### src/rtl/irq_hub_pkg.sv
package irq_hub_pkg;

  // Byte offsets of the register regions.
  localparam int unsigned PRIO_BASE = 'h000;
  localparam int unsigned EN_BASE   = 'h200;
  localparam int unsigned THR_OFS   = 'h300;
  localparam int unsigned CLAIM_OFS = 'h304;

  typedef enum logic [2:0] {
    RG_NONE,
    RG_PRIO,
    RG_EN,
    RG_THR,
    RG_CLAIM
  } reg_sel_e;

endpackage

### src/rtl/irq_gateway.sv
module irq_gateway #(
  parameter int NUM_SRC = 64,
  parameter int ID_W    = $clog2(NUM_SRC)
) (
  input  logic               clk,
  input  logic               rst_n,
  input  logic [NUM_SRC-1:0] src_req,
  input  logic               claim_fire,
  input  logic [ID_W-1:0]    claim_id,
  input  logic               complete_fire,
  input  logic               complete_ok,
  input  logic [ID_W-1:0]    complete_id,
  output logic [NUM_SRC-1:0] pending
);

  logic [NUM_SRC-1:0] svc_q;
  logic [NUM_SRC-1:0] svc_d;

  // One service/pending cell per identifier; identifier 0 is tied off.
  for (genvar n = 0; n < NUM_SRC; n++) begin : g_cell
    if (n == 0) begin : g_rsvd
      assign svc_d[n] = 1'b0;
      always_ff @(posedge clk or negedge rst_n) begin
        if (!rst_n) begin
          svc_q[n]   <= 1'b0;
          pending[n] <= 1'b0;
        end else begin
          svc_q[n]   <= 1'b0;
          pending[n] <= 1'b0;
        end
      end
    end else begin : g_live
      logic take;
      logic give;
      assign take = claim_fire && (claim_id == ID_W'(n));
      assign give = complete_fire && complete_ok && (complete_id == ID_W'(n)) && svc_q[n];
      assign svc_d[n] = take ? 1'b1 : (give ? 1'b0 : svc_q[n]);
      always_ff @(posedge clk or negedge rst_n) begin
        if (!rst_n) begin
          svc_q[n]   <= 1'b0;
          pending[n] <= 1'b0;
        end else begin
          svc_q[n]   <= svc_d[n];
          pending[n] <= src_req[n] && !svc_d[n];
        end
      end
    end
  end

  p_claim_holds_r6: assert property (@(posedge clk) disable iff (!rst_n)
    (claim_fire && claim_id != '0) |=> (svc_q[$past(claim_id)] && !pending[$past(claim_id)]));

  p_release_r7: assert property (@(posedge clk) disable iff (!rst_n)
    (complete_fire && complete_ok && !claim_fire && svc_q[complete_id])
      |=> !svc_q[$past(complete_id)]);

  p_bad_complete_r8: assert property (@(posedge clk) disable iff (!rst_n)
    (complete_fire && !claim_fire && (!complete_ok || !svc_q[complete_id]))
      |=> $stable(svc_q));

endmodule

### src/rtl/irq_arbiter.sv
module irq_arbiter #(
  parameter int NUM_SRC = 64,
  parameter int PRIO_W  = 3,
  parameter int ID_W    = $clog2(NUM_SRC)
) (
  input  logic                            clk,
  input  logic                            rst_n,
  input  logic [NUM_SRC-1:0]              pending,
  input  logic [NUM_SRC-1:0]              enable,
  input  logic [NUM_SRC-1:0][PRIO_W-1:0]  prio,
  input  logic [PRIO_W-1:0]               threshold,
  output logic [ID_W-1:0]                 best_id
);

  logic [PRIO_W-1:0] best_p;

  // Linear scan from low to high id: strict compare keeps the lowest id on ties,
  // and seeding with the threshold makes "above threshold" part of the compare.
  always_comb begin
    best_id = '0;
    best_p  = threshold;
    for (int n = 1; n < NUM_SRC; n++) begin
      if (pending[n] && enable[n] && (prio[n] > best_p)) begin
        best_p  = prio[n];
        best_id = ID_W'(n);
      end
    end
  end

  p_winner_eligible_r5: assert property (@(posedge clk) disable iff (!rst_n)
    (best_id != '0) |-> (pending[best_id] && enable[best_id]));

  p_winner_above_thr_r9: assert property (@(posedge clk) disable iff (!rst_n)
    (best_id != '0) |-> (prio[best_id] > threshold));

endmodule

### src/rtl/irq_regs.sv
module irq_regs
  import irq_hub_pkg::*;
#(
  parameter int NUM_SRC = 64,
  parameter int PRIO_W  = 3,
  parameter int ADDR_W  = 12,
  parameter int DATA_W  = 32,
  parameter int ID_W    = $clog2(NUM_SRC)
) (
  input  logic                           clk,
  input  logic                           rst_n,
  input  logic                           bus_valid,
  input  logic                           bus_write,
  input  logic [ADDR_W-1:0]              bus_addr,
  input  logic [DATA_W-1:0]              bus_wdata,
  input  logic [ID_W-1:0]                claim_id,
  output logic                           rsp_valid,
  output logic [DATA_W-1:0]              rsp_data,
  output logic [NUM_SRC-1:0][PRIO_W-1:0] prio,
  output logic [NUM_SRC-1:0]             enable,
  output logic [PRIO_W-1:0]              threshold,
  output logic                           claim_fire,
  output logic                           complete_fire,
  output logic                           complete_ok,
  output logic [ID_W-1:0]                complete_id
);

  localparam int EN_WORDS = (NUM_SRC + 31) / 32;
  localparam int EN_BITS  = EN_WORDS * 32;
  localparam int EW_W     = (EN_WORDS > 1) ? $clog2(EN_WORDS) : 1;
  localparam logic [EN_BITS-1:0] EN_MASK = (EN_BITS'(1) << NUM_SRC) - EN_BITS'(2);

  reg_sel_e                        sel;
  logic [ADDR_W-3:0]               wsel;
  logic [ID_W-1:0]                 pidx;
  logic [EW_W-1:0]                 ew;
  logic [NUM_SRC-1:0][PRIO_W-1:0]  prio_q;
  logic [EN_BITS-1:0]              en_q;
  logic [PRIO_W-1:0]               thr_q;
  logic [DATA_W-1:0]               rd_next;
  logic                            rd_fire;
  logic                            wr_fire;

  assign wsel    = bus_addr[ADDR_W-1:2];
  assign pidx    = ID_W'(wsel);
  assign ew      = EW_W'(int'(wsel) - int'(EN_BASE / 4));
  assign rd_fire = bus_valid && !bus_write;
  assign wr_fire = bus_valid && bus_write;

  always_comb begin
    sel = RG_NONE;
    if (bus_addr[1:0] == 2'b00) begin
      if (int'(bus_addr) < int'(PRIO_BASE) + 4 * NUM_SRC)
        sel = RG_PRIO;
      else if (int'(bus_addr) >= int'(EN_BASE) && int'(bus_addr) < int'(EN_BASE) + 4 * EN_WORDS)
        sel = RG_EN;
      else if (int'(bus_addr) == int'(THR_OFS))
        sel = RG_THR;
      else if (int'(bus_addr) == int'(CLAIM_OFS))
        sel = RG_CLAIM;
    end
  end

  assign claim_fire    = rd_fire && (sel == RG_CLAIM);
  assign complete_fire = wr_fire && (sel == RG_CLAIM);
  assign complete_ok   = (bus_wdata < DATA_W'(NUM_SRC));
  assign complete_id   = bus_wdata[ID_W-1:0];

  // Configuration storage.
  always_ff @(posedge clk or negedge rst_n) begin
    if (!rst_n) begin
      prio_q <= '0;
      en_q   <= '0;
      thr_q  <= '0;
    end else if (wr_fire) begin
      case (sel)
        RG_PRIO: if (pidx != '0) prio_q[pidx] <= bus_wdata[PRIO_W-1:0];
        RG_EN:   en_q[ew*32 +: 32] <= bus_wdata[31:0] & EN_MASK[ew*32 +: 32];
        RG_THR:  thr_q <= bus_wdata[PRIO_W-1:0];
        default: ;
      endcase
    end
  end

  // Read data mux.
  always_comb begin
    rd_next = '0;
    case (sel)
      RG_PRIO:  rd_next = DATA_W'(prio_q[pidx]);
      RG_EN:    rd_next = DATA_W'(en_q[ew*32 +: 32]);
      RG_THR:   rd_next = DATA_W'(thr_q);
      RG_CLAIM: rd_next = DATA_W'(claim_id);
      default:  rd_next = '0;
    endcase
  end

  always_ff @(posedge clk or negedge rst_n) begin
    if (!rst_n) begin
      rsp_valid <= 1'b0;
      rsp_data  <= '0;
    end else begin
      rsp_valid <= rd_fire;
      if (rd_fire) rsp_data <= rd_next;
    end
  end

  assign prio      = prio_q;
  assign enable    = en_q[NUM_SRC-1:0];
  assign threshold = thr_q;

  p_rsp_after_read_r10: assert property (@(posedge clk) disable iff (!rst_n)
    rd_fire |=> rsp_valid);

  p_no_rsp_otherwise_r10: assert property (@(posedge clk) disable iff (!rst_n)
    !rd_fire |=> !rsp_valid);

  p_src0_quiet_r3: assert property (@(posedge clk) disable iff (!rst_n)
    !en_q[0] && (prio_q[0] == '0));

endmodule

### src/rtl/irq_hub.sv
module irq_hub #(
  parameter int NUM_SRC = 64,
  parameter int PRIO_W  = 3,
  parameter int ADDR_W  = 12,
  parameter int DATA_W  = 32
) (
  input  logic               clk,
  input  logic               rst_n,
  input  logic [NUM_SRC-1:0] src_req,
  input  logic               core_irq_en,
  input  logic               bus_valid,
  output logic               bus_ready,
  input  logic               bus_write,
  input  logic [ADDR_W-1:0]  bus_addr,
  input  logic [DATA_W-1:0]  bus_wdata,
  output logic               rsp_valid,
  output logic [DATA_W-1:0]  rsp_data,
  output logic               ext_irq
);

  localparam int ID_W = $clog2(NUM_SRC);

  logic [NUM_SRC-1:0][PRIO_W-1:0] prio;
  logic [NUM_SRC-1:0]             enable;
  logic [PRIO_W-1:0]              threshold;
  logic [NUM_SRC-1:0]             pending;
  logic [ID_W-1:0]                best_id;
  logic                           claim_fire;
  logic                           complete_fire;
  logic                           complete_ok;
  logic [ID_W-1:0]                complete_id;

  assign bus_ready = 1'b1;

  irq_regs #(
    .NUM_SRC(NUM_SRC), .PRIO_W(PRIO_W), .ADDR_W(ADDR_W), .DATA_W(DATA_W), .ID_W(ID_W)
  ) u_regs (
    .clk(clk), .rst_n(rst_n),
    .bus_valid(bus_valid), .bus_write(bus_write), .bus_addr(bus_addr), .bus_wdata(bus_wdata),
    .claim_id(best_id),
    .rsp_valid(rsp_valid), .rsp_data(rsp_data),
    .prio(prio), .enable(enable), .threshold(threshold),
    .claim_fire(claim_fire), .complete_fire(complete_fire),
    .complete_ok(complete_ok), .complete_id(complete_id)
  );

  irq_gateway #(.NUM_SRC(NUM_SRC), .ID_W(ID_W)) u_gate (
    .clk(clk), .rst_n(rst_n), .src_req(src_req),
    .claim_fire(claim_fire), .claim_id(best_id),
    .complete_fire(complete_fire), .complete_ok(complete_ok), .complete_id(complete_id),
    .pending(pending)
  );

  irq_arbiter #(.NUM_SRC(NUM_SRC), .PRIO_W(PRIO_W), .ID_W(ID_W)) u_arb (
    .clk(clk), .rst_n(rst_n),
    .pending(pending), .enable(enable), .prio(prio), .threshold(threshold),
    .best_id(best_id)
  );

  assign ext_irq = core_irq_en && (best_id != '0);

  p_irq_qualified_r4: assert property (@(posedge clk) disable iff (!rst_n)
    ext_irq |-> core_irq_en);

  p_ready_high_r10: assert property (@(posedge clk) disable iff (!rst_n)
    bus_ready);

endmodule

### config.mk
export PLATFORM = sky130hd
export DESIGN_NAME = irq_hub
export DESIGN_NICKNAME = d
export VERILOG_FILES = /design/src/rtl/irq_hub_pkg.sv /design/src/rtl/irq_gateway.sv /design/src/rtl/irq_arbiter.sv /design/src/rtl/irq_regs.sv /design/src/rtl/irq_hub.sv
export SDC_FILE = /design/constraint.sdc
export NUM_CORES = 1
export LEC_CHECK = 0
export ABC_AREA = 1
export ABC_CLOCK_PERIOD_IN_PS = 92800
export CORE_MARGIN = 3
export CORE_UTILIZATION = 50
export DETAILED_ROUTE_END_ITERATION = 8
export DONT_BUFFER_PORTS = 1
export PLACE_DENSITY_LB_ADDON = 0.12
export SLEW_MARGIN = 5
export SYNTH_ARGS = -nofsm -noshare
export SYNTH_HDL_FRONTEND = slang
export SYNTH_SLANG_ARGS = --single-unit
### constraint.sdc
create_clock -name clk -period 92.8 [get_ports clk]
set_input_delay 9.28 -clock clk [delete_from_list [all_inputs] [get_ports clk]]
set_output_delay 9.28 -clock clk [all_outputs]
set_load 0.005 [all_outputs]
# Word-level counts from Yosys, hierarchy flattened
# Cells that the tools add are included.
[totals] reg_bits=418 in_bits=113 output_inout_bits=35 word_cells=1121
[op_classes] n_addsub=2 n_lt_le_gt_ge=69 n_eq_ne=132 shift=4 muxes=263 bitwise_logic=1 reduce_logical=456
[ops] cell="$logic_and 1x1->1" n=386
[ops] cell="$eq 6x6->1 const B" n=64
[ops] cell="$mux 3" n=73
[ops] cell="$bwmux 192" n=1
[ops] cell="$eq 6x5->1 const B" n=32
[ops] cell="$mux 6" n=32
[ops] cell="$gt 3x3->1" n=63
[ops] cell="$pmux 32 s4" n=1
[ops] cell="$mux 1" n=127
[ops] cell="$eq 6x4->1 const B" n=16
[ops] cell="$mux 5" n=16
[ops] cell="$bwmux 64" n=1
[ops] cell="$logic_not 1->1" n=64
[ops] cell="$shift 32x34->64 const A" n=1
[ops] cell="$shiftx 32x34->64" n=1
[ops] cell="$shiftx 64x7->32" n=1
[ops] cell="$shiftx 64x7->32 const A" n=1
[ops] cell="$eq 6x3->1 const B" n=8
[ops] cell="$neg 6->34" n=1
[ops] cell="$and 32x32->32" n=1
[ops] cell="$lt 32x7->1 const B" n=1
[ops] cell="$mux 4" n=8
[ops] cell="$eq 12x11->1 const B" n=2
[ops] cell="$eq 6x2->1 const B" n=4
[ops] cell="other kinds (17)" n=22

# Depth between registers and ports, before layout
[logic_depth] depth_word=194 mapped_depth=481 depth_no_buf=480

# Hierarchy
# From an unflattened synthesis, not the netlist that was laid out.
[unflattened] cells_unflattened=3826 hier_area_um2=26634.3
[modules_own_cells] mod="irq_regs" n_inst=1 cells_each=1758 area_each_um2=13623.1
[modules_own_cells] mod="irq_arbiter" n_inst=1 cells_each=1472 area_each_um2=8000.2
[modules_own_cells] mod="irq_gateway" n_inst=1 cells_each=588 area_each_um2=4976.0
[modules_own_cells] mod="irq_hub" n_inst=1 cells_each=8 area_each_um2=35.0

# Least setup slack after synthesis
# No wires, ideal clock.
[synth_path] kind="register to output" start="reg u_regs.thr_q[2] (netlist: u_regs.threshold[2])" end="out ext_irq" t_arrival_ps=60112 slack_ps=23408 stages_incl_launch_ff=416 n_path_buf=1 cell_sequence="dfrtp_1 -> inv_1 -> ha_1 -> a21oi_1 -> nand2_2 -> nand2_4 -> nand2_1 -> o21ai_0 -> ha_1 -> o21ai_0 -> nand3_1 -> nand3_2 -> nand2_2 -> o21ai_0 -> ha_1 -> or2_2 -> o22ai_1 -> inv_4 -> (+380 left out) -> nand2_1 -> o21ai_0 -> nand4_1 -> nand2_1 -> o21ai_1 -> ha_1 -> a21oi_1 -> o21ai_0 -> nand4_1 -> nand2_1 -> inv_1 -> nand3_1 -> nor4_4 -> nand2_2 -> nor2_4 -> inv_4 -> nor2_4 -> a21boi_1"
[synth_between] elab_chain_len=191 word_cells_on_any_way=253 classes_between="order compare: 63; mux: 125; reduce/logical: 65"
[synth_lines] element="start: declaration" line_no="irq_regs.sv:39" source="logic [PRIO_W-1:0] thr_q;"
[synth_lines] element="start signal: assignment" line_no="irq_regs.sv:79" source="RG_THR: thr_q <= bus_wdata[PRIO_W-1:0];"
[synth_lines] element="$gt 3x3->1" line_no="irq_arbiter.sv:23" source="if (pending[n] && enable[n] && (prio[n] > best_p)) begin"
[synth_lines] element="$logic_and 1x1->1" line_no="irq_arbiter.sv:23"
[synth_lines] element="$mux 3" line_no="irq_arbiter.sv:23"
[synth_lines] element="$gt 3x3->1" line_no="irq_arbiter.sv:23"
[synth_lines] element="$logic_and 1x1->1" line_no="irq_arbiter.sv:23"
[synth_lines] element="$mux 3" line_no="irq_arbiter.sv:23"
[synth_lines] element="$gt 3x3->1" line_no="irq_arbiter.sv:23"
[synth_lines] element="$logic_and 1x1->1" line_no="irq_arbiter.sv:23"
[synth_lines] element="(+175 left out)"
[synth_lines] element="$gt 3x3->1" line_no="irq_arbiter.sv:23"
[synth_lines] element="$logic_and 1x1->1" line_no="irq_arbiter.sv:23"
[synth_lines] element="$mux 3" line_no="irq_arbiter.sv:23"
[synth_lines] element="$gt 3x3->1" line_no="irq_arbiter.sv:23"
[synth_lines] element="$logic_and 1x1->1" line_no="irq_arbiter.sv:23"
[synth_lines] element="$mux 6 (*)" line_no="irq_arbiter.sv:23"
[synth_lines] element="$reduce_bool 6->1 (*)" line_no="irq_hub.sv:60" source="assign ext_irq = core_irq_en && (best_id != '0);"
[synth_lines] element="$logic_and 1x1->1 (*)" line_no="irq_hub.sv:60"
[synth_lines] element="end: declaration" line_no="irq_hub.sv:18" source="output logic ext_irq"
# Mark *: on every way between the ends. The rest lies on a longest branch, timed or not.

# Worst setup path after layout
# Ends and elaborated chain as after synthesis.

==> key figures <==
Clock network
  • CTS Root Cell: clkbuf_16
  • Post_cts resized: 0
  • Clock latency on the worst-skew pair: 0.62 ns
  • Clock transition at path regs: 0.06 ns
  • Postcts setup bufs: 0
  • Htree depth: 2
  • Clock Sink Count: 418
  • Num CTS Buffers: 48
  • CTS tree: done
  • Hold-fix buffers at CTS: 0
  • CTS max path bufs: 3

Finish
  • Fill count: 4830
  • Diodes inserted: 0
  • Final nets: 3568
  • Share of layout cells above drive strength 1: 13.6%
  • Area delta synth->final: 8.96%

Routing
  • Final Routed Wirelength: 91.7 mm
  • Vias: 24.2k
  • Detail Route Antenna Nets: 0
  • Drt initial violations: 2638
  • DR WL/cell: 22.4 um
  • First-pass DRT Iterations: 8
  • Via density: 5.91
  • DRC: 0

Global route
  • Pin count of the biggest net entering global routing: 419
  • Grt total ovfl: 0
  • Vias in the first global route: 22.7k
  • Antenna violations before repair: 0
  • Tot GR Track Use: 33.6%
  • Global-route wire length before repair: 137 mm

Synth
  • Post-Synthesis Cells: 3418
  • Asr flop ratio synth: 100%
  • Mapped cell area: 25700 um2
  • Netlist cell types: 63
  • Yosys warns: 0
  • Mapped Nets: 3600
  • Avg Inst Size Synth: 7.52 um2
  • Seq/Total Area, Yosys: 40.7%
  • Seq cells post-synth: 418
  • Post-synth EDFFs: 0
  • Top FF cell, synth: dfrtp_1

Setup path
  • Critical path class: reg2out
  • Data required time at the worst endpoint: 83.52 ns
  • CP arrival: 71.25 ns
  • Worst path slowest cell: nor4_4
  • Critical path endpoint category: output port
  • Crit-path max FO: 16
  • Slowest cell delay on critical path: 0.54 ns
  • Most used cell along the critical path: o21ai_0
  • Worst Setup Start Kind: flip-flop

STA
  • Min Tclk post-route: 80.53 ns
  • Slew at the pin closest to its max-slew limit: 1.35 ns
  • Final Hold Fails: 0
  • Slew Viols, Final: 0
  • TNS Setup: 0 ns
  • Final Cycle Share: 86.8%
  • Worst slew margin: 10.1%
  • Fmax: 12.4 MHz
  • Final setup viols: 0
  • Final Skew: 0.0452 ns
  • Hold slack: 0.378 ns
  • RSZ-0062 raised after global routing: no

Placed design
  • Count of input and output buffers: 0
  • Placer Congestion: 0.965
  • Hpwl dp: 65.5 mm

Outcome
  • Outcome: completed

Worst hold path
  • Hold WC Path Type: reg2reg

Power
  • Worst vdd ir: 0.0225 mV
  • LEAKAGE: 13.1 nW
  • Pwr dens: 14.7 nW/um2

Floorplan
  • Row count: 82
  • Initial core utilization: 50.9%
  • Top Ports: 148
  • Placeable Area: 50500 um2
  • Die width: 233 um
  • Die area: 54200 um2
  • Die Span Y: 233 um

Job
  • Max_cap viols: 0
## registers in the layout (all words and copies together) (netlist names)
name	cells
u_regs.rsp_valid	1
u_regs.rsp_data	32
u_regs.prio	192
u_gate.pending	63
u_regs.threshold	3
u_regs.enable	64
u_gate.svc_q	63
## layout by cell type (no fill, tap or decap), types with 5 or more instances in the layout
cell type,n
nand2_1,777
o21ai_0,523
dfrtp_1,418
inv_1,374
nand3_1,246
nor2_1,180
nand2_2,153
a21oi_1,137
ha_1,69
nand3_2,50
clkbuf_16,48
o211ai_1,45
inv_2,35
nor3_1,32
nand4_1,29
nand2_4,27
o221ai_1,25
buf_4,22
o31ai_1,18
clkinv_2,15
a21oi_2,13
o21ai_1,13
clkbuf_8,12
or2_2,11
o32ai_1,10
nor2_4,10
nor2_2,9
o2111ai_1,9
a31oi_2,8
a31oi_1,8
clkinv_1,8
a22oi_1,8
o21ai_2,7
bufinv_16,7
o41ai_1,6
o211ai_2,5
nor3_2,5
clkbuf_1,5
## through the flow
step / std cells / power [mW] / setup slack, ns / cell area (um2) / util, %
floorplan: 3418 / 0.198 / 23.41 / 25700 / -
global placement: 4008 / 0.206 / 15.49 / 26300 / 52.1
detailed placement: 4008 / 0.206 / 13.66 / 26300 / 52.1
CTS: 4096 / 0.414 / 12.70 / 28000 / 55.5
global route: 4096 / 0.422 / 5.30 / 28000 / 55.5
finish: 4096 / 0.412 / 12.27 / 28000 / 55.5
## worst max-delay path, delay by kind of cell (launching register included)
family / cells / cell delay, ns
AOI/OAI and AO/OA: 117 / 26.68
and+or+nand+nor: 202 / 22.87
adders and majority gates: 63 / 18.76
buffers and inverters: 24 / 1.90
DFF: 1 / 0.39
## path summary, 6_finish.rpt
kind / from / end / slack, ns / cells past startpoint
worst max-delay path: u_regs.threshold[2] / ext_irq / 12.27 / 406
worst min-delay path: u_regs.prio[2] / u_regs.prio[2] / 0.38 / 0
worst max register to register: u_regs.threshold[2] / u_gate.pending[20] / 21.82 / 408
worst min register to register: u_regs.prio[2] / u_regs.prio[2] / 0.38 / 0
max in group asynchronous: rst_n / u_regs.prio[71] / 83.32 / 0
min in group asynchronous: rst_n / u_regs.prio[35] / 8.38 / 0
## logic make-up after synthesis
logic type / count (synthesis) / synth area share [%]
flip-flops: 418 / 40.7
AO/OA/AOI/OAI: 855 / 19.1
other: 1 / 0.0146
AND/OR/NAND/NOR: 1541 / 28.5
buffers and inverters: 534 / 8.33
adder cells (fa/ha/maj): 69 / 3.36
## synthesized netlist by cell type, types with 5 or more instances
| cell | n | area (um2) |
|---|---|---|
| nand4_1 | 29 | 181 |
| inv_2 | 33 | 124 |
| or2_2 | 11 | 68.8 |
| o2111ai_1 | 9 | 78.8 |
| nand3_1 | 247 | 1240 |
| inv_1 | 378 | 1420 |
| nor3_1 | 37 | 185 |
| o21ai_1 | 13 | 65.1 |
| o21ai_0 | 523 | 2620 |
| nand2_1 | 779 | 2920 |
| dfrtp_1 | 418 | 10500 |
| ha_1 | 69 | 863 |
| o221ai_1 | 25 | 219 |
| a31oi_2 | 8 | 100 |
| o211ai_2 | 5 | 62.6 |
| o31ai_1 | 18 | 135 |
| a22oi_1 | 8 | 60.1 |
| nand2_2 | 151 | 945 |
| nand2_4 | 27 | 304 |
| o21ai_2 | 7 | 61.3 |
| a21oi_1 | 137 | 686 |
| o211ai_1 | 45 | 338 |
| a21oi_2 | 13 | 114 |
| o41ai_1 | 6 | 52.6 |
| o32ai_1 | 10 | 87.6 |
| nor2_4 | 10 | 113 |
| clkinv_1 | 9 | 33.8 |
| nor2_1 | 183 | 687 |
| clkbuf_1 | 86 | 323 |
| a31oi_1 | 8 | 50.1 |
| nand3_2 | 49 | 490 |
| nor2_2 | 6 | 37.5 |
## metal layers
layer,part of all wire [%],up-vias,track usage [%]
met1,43,11600,47.1
met3,8.9,196,6.17
met5,0,-,0
li1,-,11300,-
met2,44,1145,51.1
met4,4.5,0,14.3
## where the power goes
part / internal (mW) / switching (mW)
Combinational: 0.00389 / 0.0140
Clock: 0.125 / 0.0838
Sequential: 0.184 / 0.00158
Total: 0.313 / 0.0994
## cell type report
type                       count  area [um2]  share of cell area (%)
clock inverter                23         349                    1.25
timing repair buffer          22         165                   0.590
inverter                     430        1660                    5.94
tap                          672         841                    3.00
multi-input combinational   2466       13200                    46.9
clock buffer                  65        1390                    4.94
sequential                   418       10500                    37.3
Note: power is estimated with default switching activity, not from simulation.
